--- src/rtl/nmi_seq_pkg.sv ---
package nmi_seq_pkg;

    typedef enum logic [1:0] {
        ST_IDLE = 2'd0,
        ST_PUSH = 2'd1,
        ST_LOAD = 2'd2,
        ST_DONE = 2'd3
    } seq_state_e;

endpackage

--- src/rtl/nmi_edge_latch.sv ---
module nmi_edge_latch (
    input  logic clk,
    input  logic rst_n,
    input  logic req,
    input  logic take,
    output logic pending
);

    typedef struct packed {
        logic req_q;
        logic pend_q;
    } latch_t;

    latch_t r_q, r_d;
    logic   rise;

    always_comb begin
        r_d       = r_q;
        rise      = req & ~r_q.req_q;
        r_d.req_q = req;
        // a fresh edge wins over the clear caused by starting a sequence
        r_d.pend_q = (r_q.pend_q & ~take) | rise;
    end

    always_ff @(posedge clk) begin
        if (!rst_n) begin
            r_q <= '0;
        end else begin
            r_q <= r_d;
        end
    end

    assign pending = r_q.pend_q;

endmodule

--- src/rtl/nmi_push_fsm.sv ---
module nmi_push_fsm
    import nmi_seq_pkg::*;
#(
    parameter int          AW     = 24,
    parameter int          DW     = 8,
    parameter logic [AW-1:0] VECTOR = 24'h000066,
    parameter logic [DW-1:0] MARKER = 8'h03
) (
    input  logic          clk,
    input  logic          rst_n,
    input  logic          pending,
    input  logic          insn_boundary,
    input  logic [AW-1:0] pc_in,
    input  logic [AW-1:0] spl_in,
    input  logic          ief1_in,
    input  logic          mem_ack,
    output logic          take,
    output logic          busy,
    output logic          mem_we,
    output logic [AW-1:0] mem_addr,
    output logic [DW-1:0] mem_wdata,
    output logic          pc_load,
    output logic [AW-1:0] pc_out,
    output logic [AW-1:0] spl_out,
    output logic          ief1_out,
    output logic          ief2_out,
    output logic          done
);

    localparam int NRA   = AW / DW;          // bytes of return address
    localparam int NPUSH = NRA + 1;          // plus the mode marker
    localparam int CW    = $clog2(NPUSH + 1);
    localparam logic [CW-1:0] LAST = CW'(NPUSH - 1);

    typedef struct packed {
        seq_state_e    state;
        logic [CW-1:0] cnt;
        logic          we;
        logic [AW-1:0] addr;
        logic [DW-1:0] data;
        logic [AW-1:0] pc_sav;
        logic          ief1_sav;
        logic [AW-1:0] pc_new;
        logic [AW-1:0] sp_new;
        logic          ief1_new;
        logic          ief2_new;
    } seq_t;

    seq_t r_q, r_d;

    // Byte idx of the push order: return address most significant first, marker last
    function automatic logic [DW-1:0] push_byte(input logic [CW-1:0] idx,
                                                input logic [AW-1:0] pc);
        logic [DW-1:0] b;
        b = MARKER;
        for (int k = 0; k < NRA; k++) begin
            if (idx == CW'(k)) begin
                b = pc[AW-1-k*DW -: DW];
            end
        end
        return b;
    endfunction

    logic start;
    logic step;

    always_comb begin
        r_d   = r_q;
        start = (r_q.state == ST_IDLE) && pending && insn_boundary;
        step  = r_q.we && mem_ack;

        unique case (r_q.state)
            ST_IDLE: begin
                if (start) begin
                    r_d.state    = ST_PUSH;
                    r_d.cnt      = '0;
                    r_d.we       = 1'b1;
                    r_d.addr     = spl_in - AW'(1);
                    r_d.data     = push_byte('0, pc_in);
                    r_d.pc_sav   = pc_in;
                    r_d.ief1_sav = ief1_in;
                end
            end
            ST_PUSH: begin
                if (step) begin
                    if (r_q.cnt == LAST) begin
                        r_d.state    = ST_LOAD;
                        r_d.we       = 1'b0;
                        r_d.pc_new   = VECTOR;
                        r_d.sp_new   = r_q.addr;
                        r_d.ief2_new = r_q.ief1_sav;
                        r_d.ief1_new = 1'b0;
                    end else begin
                        r_d.cnt  = r_q.cnt + CW'(1);
                        r_d.addr = r_q.addr - AW'(1);
                        r_d.data = push_byte(r_q.cnt + CW'(1), r_q.pc_sav);
                    end
                end
            end
            ST_LOAD: begin
                r_d.state = ST_DONE;
            end
            ST_DONE: begin
                r_d.state = ST_IDLE;
            end
            default: begin
                r_d.state = ST_IDLE;
            end
        endcase
    end

    always_ff @(posedge clk) begin
        if (!rst_n) begin
            r_q <= '0;
        end else begin
            r_q <= r_d;
        end
    end

    assign take      = start;
    assign busy      = (r_q.state != ST_IDLE);
    assign mem_we    = r_q.we;
    assign mem_addr  = r_q.addr;
    assign mem_wdata = r_q.data;
    assign pc_load   = (r_q.state == ST_LOAD);
    assign done      = (r_q.state == ST_DONE);
    assign pc_out    = r_q.pc_new;
    assign spl_out   = r_q.sp_new;
    assign ief1_out  = r_q.ief1_new;
    assign ief2_out  = r_q.ief2_new;

endmodule

--- src/rtl/nmi_entry_seq.sv ---
module nmi_entry_seq #(
    parameter int            AW     = 24,
    parameter int            DW     = 8,
    parameter logic [AW-1:0] VECTOR = 24'h000066,
    parameter logic [DW-1:0] MARKER = 8'h03
) (
    input  logic          clk,
    input  logic          rst_n,
    input  logic          nmi_req,
    input  logic          insn_boundary,
    input  logic          irq_pend,
    input  logic [AW-1:0] pc_in,
    input  logic [AW-1:0] spl_in,
    input  logic          ief1_in,
    input  logic          mem_ack,
    output logic          busy,
    output logic          irq_allow,
    output logic          mem_we,
    output logic [AW-1:0] mem_addr,
    output logic [DW-1:0] mem_wdata,
    output logic          pc_load,
    output logic [AW-1:0] pc_out,
    output logic [AW-1:0] spl_out,
    output logic          ief1_out,
    output logic          ief2_out,
    output logic          done
);

    logic pending;
    logic take;

    nmi_edge_latch u_latch (
        .clk     (clk),
        .rst_n   (rst_n),
        .req     (nmi_req),
        .take    (take),
        .pending (pending)
    );

    nmi_push_fsm #(
        .AW     (AW),
        .DW     (DW),
        .VECTOR (VECTOR),
        .MARKER (MARKER)
    ) u_fsm (
        .clk           (clk),
        .rst_n         (rst_n),
        .pending       (pending),
        .insn_boundary (insn_boundary),
        .pc_in         (pc_in),
        .spl_in        (spl_in),
        .ief1_in       (ief1_in),
        .mem_ack       (mem_ack),
        .take          (take),
        .busy          (busy),
        .mem_we        (mem_we),
        .mem_addr      (mem_addr),
        .mem_wdata     (mem_wdata),
        .pc_load       (pc_load),
        .pc_out        (pc_out),
        .spl_out       (spl_out),
        .ief1_out      (ief1_out),
        .ief2_out      (ief2_out),
        .done          (done)
    );

    // nonmaskable work outranks any maskable request
    assign irq_allow = irq_pend & ~pending & ~busy;

endmodule

--- config.mk ---
export PLATFORM = sky130hd
export DESIGN_NAME = nmi_entry_seq
export DESIGN_NICKNAME = d
export VERILOG_FILES = /design/src/rtl/nmi_seq_pkg.sv /design/src/rtl/nmi_edge_latch.sv /design/src/rtl/nmi_push_fsm.sv /design/src/rtl/nmi_entry_seq.sv
export SDC_FILE = /design/constraint.sdc
export NUM_CORES = 1
export LEC_CHECK = 0
export BUFFER_PORTS_ARGS = -buffer_cell sky130_fd_sc_hd__buf_2
export CELL_PAD_IN_SITES_DETAIL_PLACEMENT = 1
export CELL_PAD_IN_SITES_GLOBAL_PLACEMENT = 2
export CORE_MARGIN = 3
export CORE_UTILIZATION = 30
export DETAILED_ROUTE_END_ITERATION = 7
export PLACE_DENSITY = 0.82
export SETUP_SLACK_MARGIN = 0.4
export SYNTH_ARGS = -nofsm -noshare
export SYNTH_HDL_FRONTEND = slang
export SYNTH_SLANG_ARGS = --single-unit
export TNS_END_PERCENT = 10
--- constraint.sdc ---
create_clock -name clk -period 2.9 [get_ports clk]
set_input_delay 0.145 -clock clk [delete_from_list [all_inputs] [get_ports clk]]
set_output_delay 0.145 -clock clk [all_outputs]
set_load 0.1 [all_outputs]
==> impl_metrics.py <==
metrics = {
    "final_layout": {
        "finalNetCount": 797,
        "drive_gt1_share_pct": 22.9,
        "diodes": 0,
        "final_cells": 960,
        "seqCellArea_um2": 1820,
        "nFillCells": 2132,
        "multi_input_area_um2": 2850,
        "area_growth_pct": 12.2,
    },
    "synthesis": {
        "synth_edf_count": 0,
        "synthCells": 677,
        "synth_largest_area_cell": "dfxtp_1",
        "yosysSeqAreaShare_pct": 33.8,
        "synth_ff_type": "dfxtp_1",
        "synth_compound_area_share_pct": 21.9,
        "synth_top_family_by_area": "simple AND/OR/NAND/NOR gates",
        "synth-adder-area-share_pct": 2.78,
        "async_flop_share_pct": 0,
        "yosysMostFrequentCell": "nand2_1",
        "ys_top_cells_by_area": "dfxtp_1, buf_4, nand2_1",
        "synthMuxAreaShare_pct": 0.186,
        "synth_common_cells": "nand2_1, dfxtp_1, buf_4",
        "yosys.area_share.simple_pct": 22.6,
        "synth_cell_types": 58,
        "synth-xor-area-share_pct": 3.57,
        "synth.avg_cell_area_um2": 7.97,
        "yosys.area.top_type_share_pct": 33.8,
        "yosys_warnings": 0,
        "syn-cell-area_um2": 5390,
        "synth_seq_cells": 91,
    },
    "hold_path": {
        "min_path_type": "input port to flop",
    },
    "pwr": {
        "sw_frac_of_total_pct": 51.2,
        "internal_power_w": 0.00273,
        "power.switching_w": 0.00286,
        "clkPwrFrac_pct": 21.3,
        "pwr_density_cell_nw_per_um2": 924,
        "pwr-share-comb_pct": 51.2,
        "p_seq_share_pct": 27.5,
        "power.leakage_nw": 2.53,
        "ir_drop_mv": 0.430,
    },
    "global_route": {
        "overflow": 0,
        "grt_pass1_vias": 5150,
        "track_usage_pct": 16.8,
        "grt_antenna_before_repair": 0,
        "grt_pass1_wl_mm": 26.6,
        "grt_max_degree": 34,
    },
    "setup_path": {
        "worstPathMaxFanout": 8,
        "setup.worst_path.start_class": "flop",
        "crit_required_ns": 3.15,
        "worst-path-buf-inv": 0,
        "critPathTopFamily": "simple AND/OR/NAND/NOR gates",
        "cp.arrival_ns": 2.56,
        "crit_type": "flop to flop",
        "critPathMaxStageDelay_ns": 0.51,
        "cp_slowest_cell": "or3_1",
        "setup.worst_path.end_class": "flop",
        "crit_chain": "or3_1 -> nor4_4 -> nand3_1 -> nor3_1 -> o21ai_0 -> a32o_1",
    },
    "floorplanning": {
        "core_region_area_um2": 17400,
        "die_h_um": 140,
        "io_pins": 142,
        "initial_core_util_pct": 31.0,
        "die_area_um2": 19600,
        "rows": 48,
        "die_x_um": 140,
    },
    "route": {
        "first_pass_iters": 4,
        "vias": 4849,
        "wl_per_cell_um": 17.2,
        "wl_mm": 16.5,
        "first_iter_violations": 210,
        "postRouteAntennaNets": 0,
        "via_per_inst": 5.05,
        "drc": 0,
    },
    "place": {
        "port_buffers": 120,
        "hpwlAfterDp_mm": 12.4,
        "dp_cells": 944,
        "gp_congestion": 0.856,
    },
    "timing": {
        "fmax_mhz": 433,
        "fin_crit_ns": 2.31,
        "fin_tns_setup_ns": 0,
        "hold_viol": 0,
        "worstMarginPinSlew_ns": 0.603,
        "setup_viol_count_final": 0,
        "fin_crit_sh_pct": 79.6,
        "maxSlewViolCount": 0,
        "relSlewSlack_pct": 59.8,
        "fin_skew_ns": 0.0144,
        "rsz0062_at_grt": "no",
    },
    "clock_tree": {
        "clkTransAtPathRegs_ns": 0.07,
        "clk_path_buf_depth": 2,
        "cts_tree": "built",
        "clock_sinks": 91,
        "cts_buffers": 9,
        "post_cts_buffers": 0,
        "insertion_delay_ns": 0.36,
        "cts-root-buf": "clkbuf_16",
        "htree_levels": 3,
    },
    "outcome": {
        "outcome": "completed",
    },
    "run": {
        "max_cap_viol_count": 0,
    },
}
-- metal layers --
layer	wire length, µm	global-route usage, %
met1	6930	19.7
met3	914	4.06
met4	121	3.42
met2	8550	31.1
met5	0	0
-- through the flow --
step | hold slack, ns | power [W] | setup slack (ns) | utilization, % | instance area (µm²)
after floorplan | 0.267 | 0.00390 | 0.375 | - | 5480
after global placement | 0.363 | 0.00434 | 0.520 | 33.0 | 5750
after detailed placement | 0.368 | 0.00441 | 0.513 | 33.0 | 5750
after CTS | 0.00392 | 0.00563 | 0.537 | 34.7 | 6050
after global routing | 0.00760 | 0.00592 | 0.419 | 34.7 | 6050
final | 0.0149 | 0.00559 | 0.593 | 34.7 | 6050
-- worst reg2reg max path, cell delays in order, from the launching register on --
cell and delay (ns):
dfxtp_1 0.39, or3_1 0.51, nor4_4 0.33, nand3_1 0.35
nor3_1 0.26, o21ai_0 0.10, a32o_1 0.28
-- sequential cells by signal, summed over array words and instances (netlist names) --
| register | count |
|---|---|
| u_fsm.mem_we | 1 |
| u_fsm.r_q | 30 |
| u_latch.pending | 1 |
| u_latch.r_q | 1 |
| u_fsm.mem_addr | 24 |
| u_fsm.mem_wdata | 8 |
| u_fsm.pc_out | 1 |
| u_fsm.ief2_out | 1 |
| u_fsm.spl_out | 24 |
-- kinds of logic after synthesis --
family          count (synthesis)
compound gates                168
fa+ha+maj                      12
flops                          91
simple gates                  255
xor+xnor                       22
other cells                     1
mux                             1
buf+inv                       127
-- cells in the final DEF, fill, tap and decap left out, drive strengths merged, types with 11 or more instances in the layout --
cell / count
nand2: 142
inv: 15
a21boi: 58
nor2: 23
dfxtp: 91
conb: 21
ha: 12
o21ai: 22
nor3: 19
xor2: 12
clkbuf: 11
buf: 137
a21oi: 27
-- power by group through the flow --
stage | Combinational (W) | Sequential, W | Clock, W
floorplan | 0.00236 | 0.00153 | 0
global placement | 0.00278 | 0.00156 | 0
detailed placement | 0.00284 | 0.00157 | 0
CTS | 0.00286 | 0.00154 | 0.00124
global route | 0.00307 | 0.00157 | 0.00128
finish | 0.00286 | 0.00154 | 0.00119
-- area by class of cell --
class / count / area share (%)
inverters: 12 / 0.744
clock inverters: 5 / 0.703
multi-input cells: 479 / 47.2
flip-flops and latches: 91 / 30.1
well taps: 225 / 4.65
clock buffers: 11 / 4.18
repair buffers: 137 / 12.4
-- timing repair --
action | CTS | global route
resized for setup | 0 | 1
hold buffers | 0 | 0
endpoints found under the setup margin | 0 | 20
-- path summary, 6_finish.rpt --
path	slack, ns	startpoint	to	depth (start not counted)
worst min register to register	0.46	u_fsm.r_q[50]	u_fsm.ief2_out	2
worst min-delay path	0.01	nmi_req	u_latch.r_q[1]	2
worst max-delay path	0.59	u_fsm.mem_addr[6]	u_fsm.mem_addr[17]	6
worst max register to register	0.59	u_fsm.mem_addr[6]	u_fsm.mem_addr[17]	6
(Power assumes the default switching activity.)
